File: src/rtl/irq_accept.sv
`timescale 1ns/1ps
module irq_accept #(
  parameter int XLEN   = 32,
  parameter int NLINES = 6,
  parameter logic [31:0] NMI_VEC   = 32'h10,
  parameter logic [31:0] MASK_BASE = 32'h80,
  parameter logic [31:0] VEC_STEP  = 32'h10,
  parameter logic [31:0] RESET_PSW = 32'h20,
  parameter logic [15:0] NMI_CAUSE = 16'h0010,
  parameter int NP_BIT = 7,
  parameter int EP_BIT = 6,
  parameter int ID_BIT = 5
) (
  input  logic              clk,
  input  logic              rst_n,
  input  logic              reset_req,
  input  logic              nmi_req,
  input  logic [NLINES-1:0] irq,
  input  logic [XLEN-1:0]   cur_pc,
  input  logic              reti,
  input  logic              psw_we,
  input  logic [XLEN-1:0]   psw_wdata,
  output logic              redirect,
  output logic [XLEN-1:0]   redirect_pc,
  output logic [XLEN-1:0]   psw,
  output logic [XLEN-1:0]   ecr,
  output logic [XLEN-1:0]   fepc,
  output logic [XLEN-1:0]   fepsw,
  output logic [XLEN-1:0]   eipc,
  output logic [XLEN-1:0]   eipsw
);
  localparam int IW = (NLINES > 1) ? $clog2(NLINES) : 1;

  logic          nmi_pend;
  logic [IW-1:0] irq_idx;
  logic [XLEN-1:0] mask_vec;
  logic np, id, nmi_take, mask_take;

  assign np        = psw[NP_BIT];
  assign id        = psw[ID_BIT];
  assign nmi_take  = (nmi_req | nmi_pend) & ~np;
  assign mask_take = (|irq) & ~np & ~id & ~nmi_take;

  always_comb begin
    irq_idx = '0;
    for (int i = NLINES - 1; i >= 0; i--)
      if (irq[i]) irq_idx = IW'(i);
  end

  assign mask_vec = XLEN'(MASK_BASE) + XLEN'(irq_idx) * XLEN'(VEC_STEP);

  always_ff @(posedge clk or negedge rst_n) begin
    if (!rst_n) begin
      redirect    <= 1'b0;
      redirect_pc <= '0;
      psw         <= XLEN'(RESET_PSW);
      ecr         <= '0;
      fepc        <= '0;
      fepsw       <= '0;
      eipc        <= '0;
      eipsw       <= '0;
      nmi_pend    <= 1'b0;
    end else begin
      redirect <= 1'b0;
      if (reset_req) begin
        redirect    <= 1'b1;
        redirect_pc <= '0;
        psw         <= XLEN'(RESET_PSW);
        ecr         <= '0;
        nmi_pend    <= 1'b0;
      end else if (nmi_take) begin
        redirect       <= 1'b1;
        redirect_pc    <= XLEN'(NMI_VEC);
        fepc           <= cur_pc;
        fepsw          <= psw;
        psw[NP_BIT]    <= 1'b1;
        psw[ID_BIT]    <= 1'b1;
        psw[EP_BIT]    <= 1'b0;
        ecr[31:16]     <= NMI_CAUSE;
        nmi_pend       <= nmi_pend & nmi_req;
      end else begin
        nmi_pend <= nmi_pend | nmi_req;
        if (mask_take) begin
          redirect    <= 1'b1;
          redirect_pc <= mask_vec;
          eipc        <= cur_pc;
          eipsw       <= psw;
          psw[ID_BIT] <= 1'b1;
          psw[EP_BIT] <= 1'b0;
          ecr[15:0]   <= mask_vec[15:0];
        end else if (reti) begin
          redirect    <= 1'b1;
          redirect_pc <= np ? fepc : eipc;
          psw         <= np ? fepsw : eipsw;
        end else if (psw_we) begin
          psw <= psw_wdata;
        end
      end
    end
  end
endmodule

File: config.mk
export PLATFORM = sky130hd
export DESIGN_NAME = irq_accept
export DESIGN_NICKNAME = d
export VERILOG_FILES = /design/src/rtl/irq_accept.sv
export SDC_FILE = /design/constraint.sdc
export NUM_CORES = 1
export LEC_CHECK = 0
export CAP_MARGIN = 20
export CORE_MARGIN = 2
export CORE_UTILIZATION = 42
export CTS_CLUSTER_DIAMETER = 60
export DETAILED_ROUTE_END_ITERATION = 10
export PLACE_DENSITY_LB_ADDON = 0.2
export SLEW_MARGIN = 20
export SYNTH_ARGS = -nofsm -noshare
export SYNTH_HDL_FRONTEND = slang
export SYNTH_SLANG_ARGS = --single-unit
File: constraint.sdc
create_clock -name clk -period 1.65 [get_ports clk]
set_input_delay 0.33 -clock clk [delete_from_list [all_inputs] [get_ports clk]]
set_output_delay 0.33 -clock clk [all_outputs]
set_load 0.02 [all_outputs]
* After elaboration in Yosys (flattened, before gate mapping)
Index checks and enable logic that the tools add are counted.
Widths: inputs -> output; s select.
** Word-level totals
- Logic and storage cells :: 69
- Output and inout bits :: 225
- Bits in registers :: 226
- Input port bits :: 76
** Cells by class
- Bitwise logic cells :: 10
- Equality and inequality tests :: 3
- Multiplexer cells :: 31
- Add/subtract/negate cells :: 1
- Reduce and logical (&&, ||, !) cells :: 12
** Operator list (number)
- $mux 32 :: 10
- $mux 16 :: 3
- $mux 25 :: 1
- $mux 24 :: 1
- $mux 3 :: 7
- $mux 5 :: 2
- $add 8x7->9 const A :: 1
- $reduce_bool 4->1 :: 2
- $mux 1 :: 6
- $reduce_and 2->1 :: 3
- $reduce_and 3->1 :: 2
- $reduce_or 6->1 :: 1
- $and 1x1->1 :: 5
- $reduce_bool 5->1 :: 1
- $ne 2x2->1 const B :: 2
- $not 1->1 :: 4
- $reduce_bool 2->1 :: 2
- $ne 3x3->1 const B :: 1
- $reduce_bool 3->1 :: 1
- $mux 2 :: 1
- $or 1x1->1 :: 1

* Logic depth before layout (Yosys ltp)
- Word-level depth :: 10
- Depth in mapped cells :: 7
- Gate-level depth less buffers :: 5

* Least setup slack after synthesis
No wires, ideal clock.
- Kind :: flip-flop to flip-flop
- Start point :: register psw[7]
- End point :: register eipc[23]
- Path buffers :: 2
- Arrival time :: 1.730 ns
- Stages on the path, launching flop included :: 6
- Slack :: -0.205 ns
- Setup time :: 0.125 ns
- Clock period less this slack :: 1.855 ns
- Data required time :: 1.525 ns
- Path through :: dfrtp_1 -> buf_4 -> a211o_2 -> nor2_8 -> buf_6 -> mux2_2
** On the way
- Cells in the longest elaborated chain, start to end :: 5
- Elaborated cells between the ends (all ways) :: 7
- Classes of those cells :: bitwise (6); reduce/logical (1)
** Ends and longest elaborated chain
- from (decl) :: line 25 : output logic [XLEN-1:0] psw,
- from (signal assigned) :: line 56 : psw <= XLEN'(RESET_PSW);
- from (signal assigned) :: line 68 : psw <= XLEN'(RESET_PSW);
- from (signal assigned) :: line 94 : psw <= np ? fepsw : eipsw;
- $not 1->1 * :: line 41, 42
- $and 1x1->1 (on tied branches) :: line 42, 41
- $and 1x1->1 or $not 1->1 (tied branches)
- $and 1x1->1 :: line 42 : assign mask_take = (|irq) & ~np & ~id & ~nmi_take;
- $reduce_and 3->1 (no source line) *
- to (signal assigned) :: line 86 : eipc <= cur_pc;
- to (decl) :: line 29 : output logic [XLEN-1:0] eipc,
Mark *: on every way between the ends. The rest lies on a longest branch, timed or not.
A chain may end at the register's enable or synchronous reset.

* Worst setup path after layout
- Start point :: register nmi_pend
- End point :: register fepc[27]
** On the way
- Cells in the longest elaborated chain, start to end :: 3
** Ends and longest elaborated chain
- from (decl) :: line 34 : logic nmi_pend;
- from (signal assigned) :: line 80 : nmi_pend <= nmi_pend & nmi_req;
- from (signal assigned) :: line 82 : nmi_pend <= nmi_pend | nmi_req;
- $or 1x1->1 :: line 41 : assign nmi_take = (nmi_req | nmi_pend) & ~np;
- $and 1x1->1 :: line 41
- $reduce_and 2->1 (no source line)
- to (signal assigned) :: line 74 : fepc <= cur_pc;
- to (decl) :: line 27 : output logic [XLEN-1:0] fepc,
No other way between the ends.

==> results.sh <==
export IMPL_wl_um=26400
export IMPL_drc=0
export IMPL_wl_per_cell_um=19.87
export IMPL_h_tree_depth=4
export IMPL_final_fill_count=1684
export IMPL_fmax_ghz=0.5704
export IMPL_syn2layout_area_growth_pct=52.17
export IMPL_die_area_mm2=0.02262
export IMPL_clkTransAtPathRegs_ns=0.07
export IMPL_yosys_top_cells_count="dfrtp_1 (198), mux2_2 (151), nand2_1 (66)"
export IMPL_yosys_cell_types_count=40
export IMPL_port_buffers=273
export IMPL_p_leak_nw=6.894
export IMPL_grtUsageTotal=0.2304
export IMPL_finalCriticalPeriod_ns=1.753
export IMPL_endpoint_kind="flop"
export IMPL_dr_wl_met3_um=2026
export IMPL_hold_viol_final=0
export IMPL_power_density_mw_per_mm2=1150
export IMPL_cts_root_buffer="clkbuf_16"
export IMPL_core_region_area_mm2=0.02102
export IMPL_min_path_cells=4
export IMPL_fin_util=0.6517
export IMPL_clk_path_buf_depth=2
export IMPL_drt_met1_wl_um=11600
export IMPL_grt_pass1_vias=6846
export IMPL_io_pins=301
export IMPL_syn_instance_count=709
export IMPL_cts_num_sinks=199
export IMPL_synth_top_area_share=0.5503
export IMPL_postSynthAreaPerCell_um2=12.70
export IMPL_synth_edf_count=0
export IMPL_cts_buffers=17
export IMPL_antenna_left=0
export IMPL_antenna_found_initial=1
export IMPL_worst_clock_skew_ns=0.01311
export IMPL_grt_overflow_total=0
export IMPL_rsz0062_at_grt="true"
export IMPL_synth_most_common_cell="dfrtp_1"
export IMPL_fin_ws_ns=-0.1033
export IMPL_cts_tree="yes"
export IMPL_reg2regPathDepth=7
export IMPL_post_route_period_util=1.063
export IMPL_drv_slew=0
export IMPL_hold_class="in2reg"
export IMPL_route_met2_wl_um=12570
export IMPL_violations="negative setup slack"
export IMPL_start_kind="flop"
export IMPL_worstSkewPairLatency_ns=0.44
export IMPL_synth_warning_count=0
export IMPL_required_ns=1.97
export IMPL_finalSetupViolCount=140
export IMPL_place_inst=1264
export IMPL_syn_area_mm2=0.009004
export IMPL_start_util=0.4283
export IMPL_vias=6830
export IMPL_crit_chain="nor2_4 > buf_6 > nor3_4 > buf_6 > buf_12 > buf_12 > mux2_4"
export IMPL_final_area_mm2=0.01370
export IMPL_critPathSlowestCell="dfrtp_2"
export IMPL_layout_nets=1116
export IMPL_ys_flop_type="dfrtp_1"
export IMPL_crit_arrival_ns=2.07
export IMPL_gp_congestion=0.8055
export IMPL_grt_max_degree=45
export IMPL_worstPathMaxFanout=8
export IMPL_yosys_top_cells_area="dfrtp_1 (55%), mux2_2 (19%), mux2i_1 (3.9%)"
export IMPL_seq_area_frac_synth=0.5532
export IMPL_yosysTopAreaCell="dfrtp_1"
export IMPL_drive_gt1_frac=0.2925
export IMPL_row_count=53
export IMPL_firstDrtPassIters=4
export IMPL_die_y_um=150.4
export IMPL_routed_top_layer="met4"
export IMPL_crit_type="reg2reg"
export IMPL_async_flop_share=1.000
export IMPL_routed_via_density=5.139
export IMPL_dr_first_iter_drc_count=271
export IMPL_post_dp_cell_area_mm2=0.01240
export IMPL_dp_hpwl_um=17510
export IMPL_grt_pass1_wl_um=39750
export IMPL_cpPeakStageDelay_ns=0.42
export IMPL_irDropWorstVdd_mv=0.7419
export IMPL_stdcell_count=1329
export IMPL_synth_seq_cells=199
export IMPL_fp_dieW_um=150.4
export IMPL_status="finished, violations left"
export IMPL_design_power_total_mw=15.75
export IMPL_maxCapViolCount=0
-- cell families after synthesis --
kind of cell	synth area share
DFF	0.5532
AOI/OAI and AO/OA	0.09172
other	0.0004165
buffers and inverters	0.05670
and+or+nand+nor	0.06351
muxes	0.2344
-- state kept, by name, summed over array words and instances, names as in the netlist --
name and cells:
eipc 32, eipsw 32, fepc 32, fepsw 32, psw 32, redirect_pc 32, ecr 5, nmi_pend 1
redirect 1
-- final timing paths --
check / from / to / slack, ns
setup / recovery: nmi_pend / fepc[27] / -0.10
hold / removal: reti / redirect / 0.34
setup reg to reg: nmi_pend / fepc[27] / -0.10
hold reg to reg: redirect_pc[7] / redirect_pc[7] / 0.49
max in group asynchronous: rst_n / fepsw[27] / 0.67
min in group asynchronous: rst_n / fepsw[20] / 0.38
-- through the flow --
| step | hold slack (ns) | worst slack (ns) | TNS (ns) |
|---|---|---|---|
| 2_1_floorplan | 0.03441 | -0.04773 | -3.529 |
| 3_3_place_gp | 0.2757 | -0.5845 | -102.99 |
| 3_5_place_dp | 0.2758 | -0.6135 | -104.68 |
| 4_1_cts | 0.3290 | -0.1762 | -8.789 |
| 5_1_grt | 0.3545 | -0.1486 | -16.11 |
| 6_report | 0.3398 | -0.1033 | -8.166 |
-- final cells by class --
class / instances / area (µm²) / area share
diodes: 1 / 2.502 / 0.0001826
clock buffers: 19 / 432.9 / 0.03160
clock inverters: 13 / 137.6 / 0.01005
inverters: 3 / 11.26 / 0.0008219
multi-input cells: 457 / 4103 / 0.2995
flip-flops and latches: 199 / 4986 / 0.3639
well taps: 275 / 344.1 / 0.02511
repair buffers: 362 / 3684 / 0.2689
-- repair_timing --
action                                 CTS  global route
setup buffers                           17            11
setup endpoints to repair              387           186
endpoints found under the hold margin   30             0
gates resized for setup                292            79
pin swaps                                4            23
cloned                                   7             3
hold buffers                             1             0
-- power breakdown --
group          switching, mW  internal [mW]  leakage (nW)  total (mW)
combinational           2.61           2.62          4.02        5.23
sequential             0.710           5.71          2.60        6.42
clock                   1.96           2.13         0.278        4.09
total                   5.28           10.5          6.89        15.7
-- worst max-delay path: cells and delay by family, from the launching register on --
kind                   cells  cell delay, ns
buffers and inverters      4            0.59
DFF                        1            0.42
muxes                      1            0.31
and+or+nand+nor            2            0.32
-- cells in the final DEF, fill, tap and decap left out, types with 26 or more instances in the layout --
| cell | count |
|---|---|
| dlygate4sd2_1 | 203 |
| dfrtp_1 | 196 |
| mux2_4 | 110 |
| nand2_1 | 66 |
| clkdlybuf4s50_1 | 66 |
| mux2_2 | 45 |
| nor2_1 | 40 |
| buf_4 | 40 |
| mux2i_1 | 35 |
| o21ai_0 | 32 |
| a22o_1 | 30 |
| conb_1 | 27 |
| buf_12 | 26 |
-- metal layers --
layer,up-vias,track usage
met5,-,0
met4,0,0.05236
met3,15,0.06515
met2,239,0.3668
met1,3443,0.3145
li1,3133,-
Note: power is estimated with default switching activity, not from simulation.
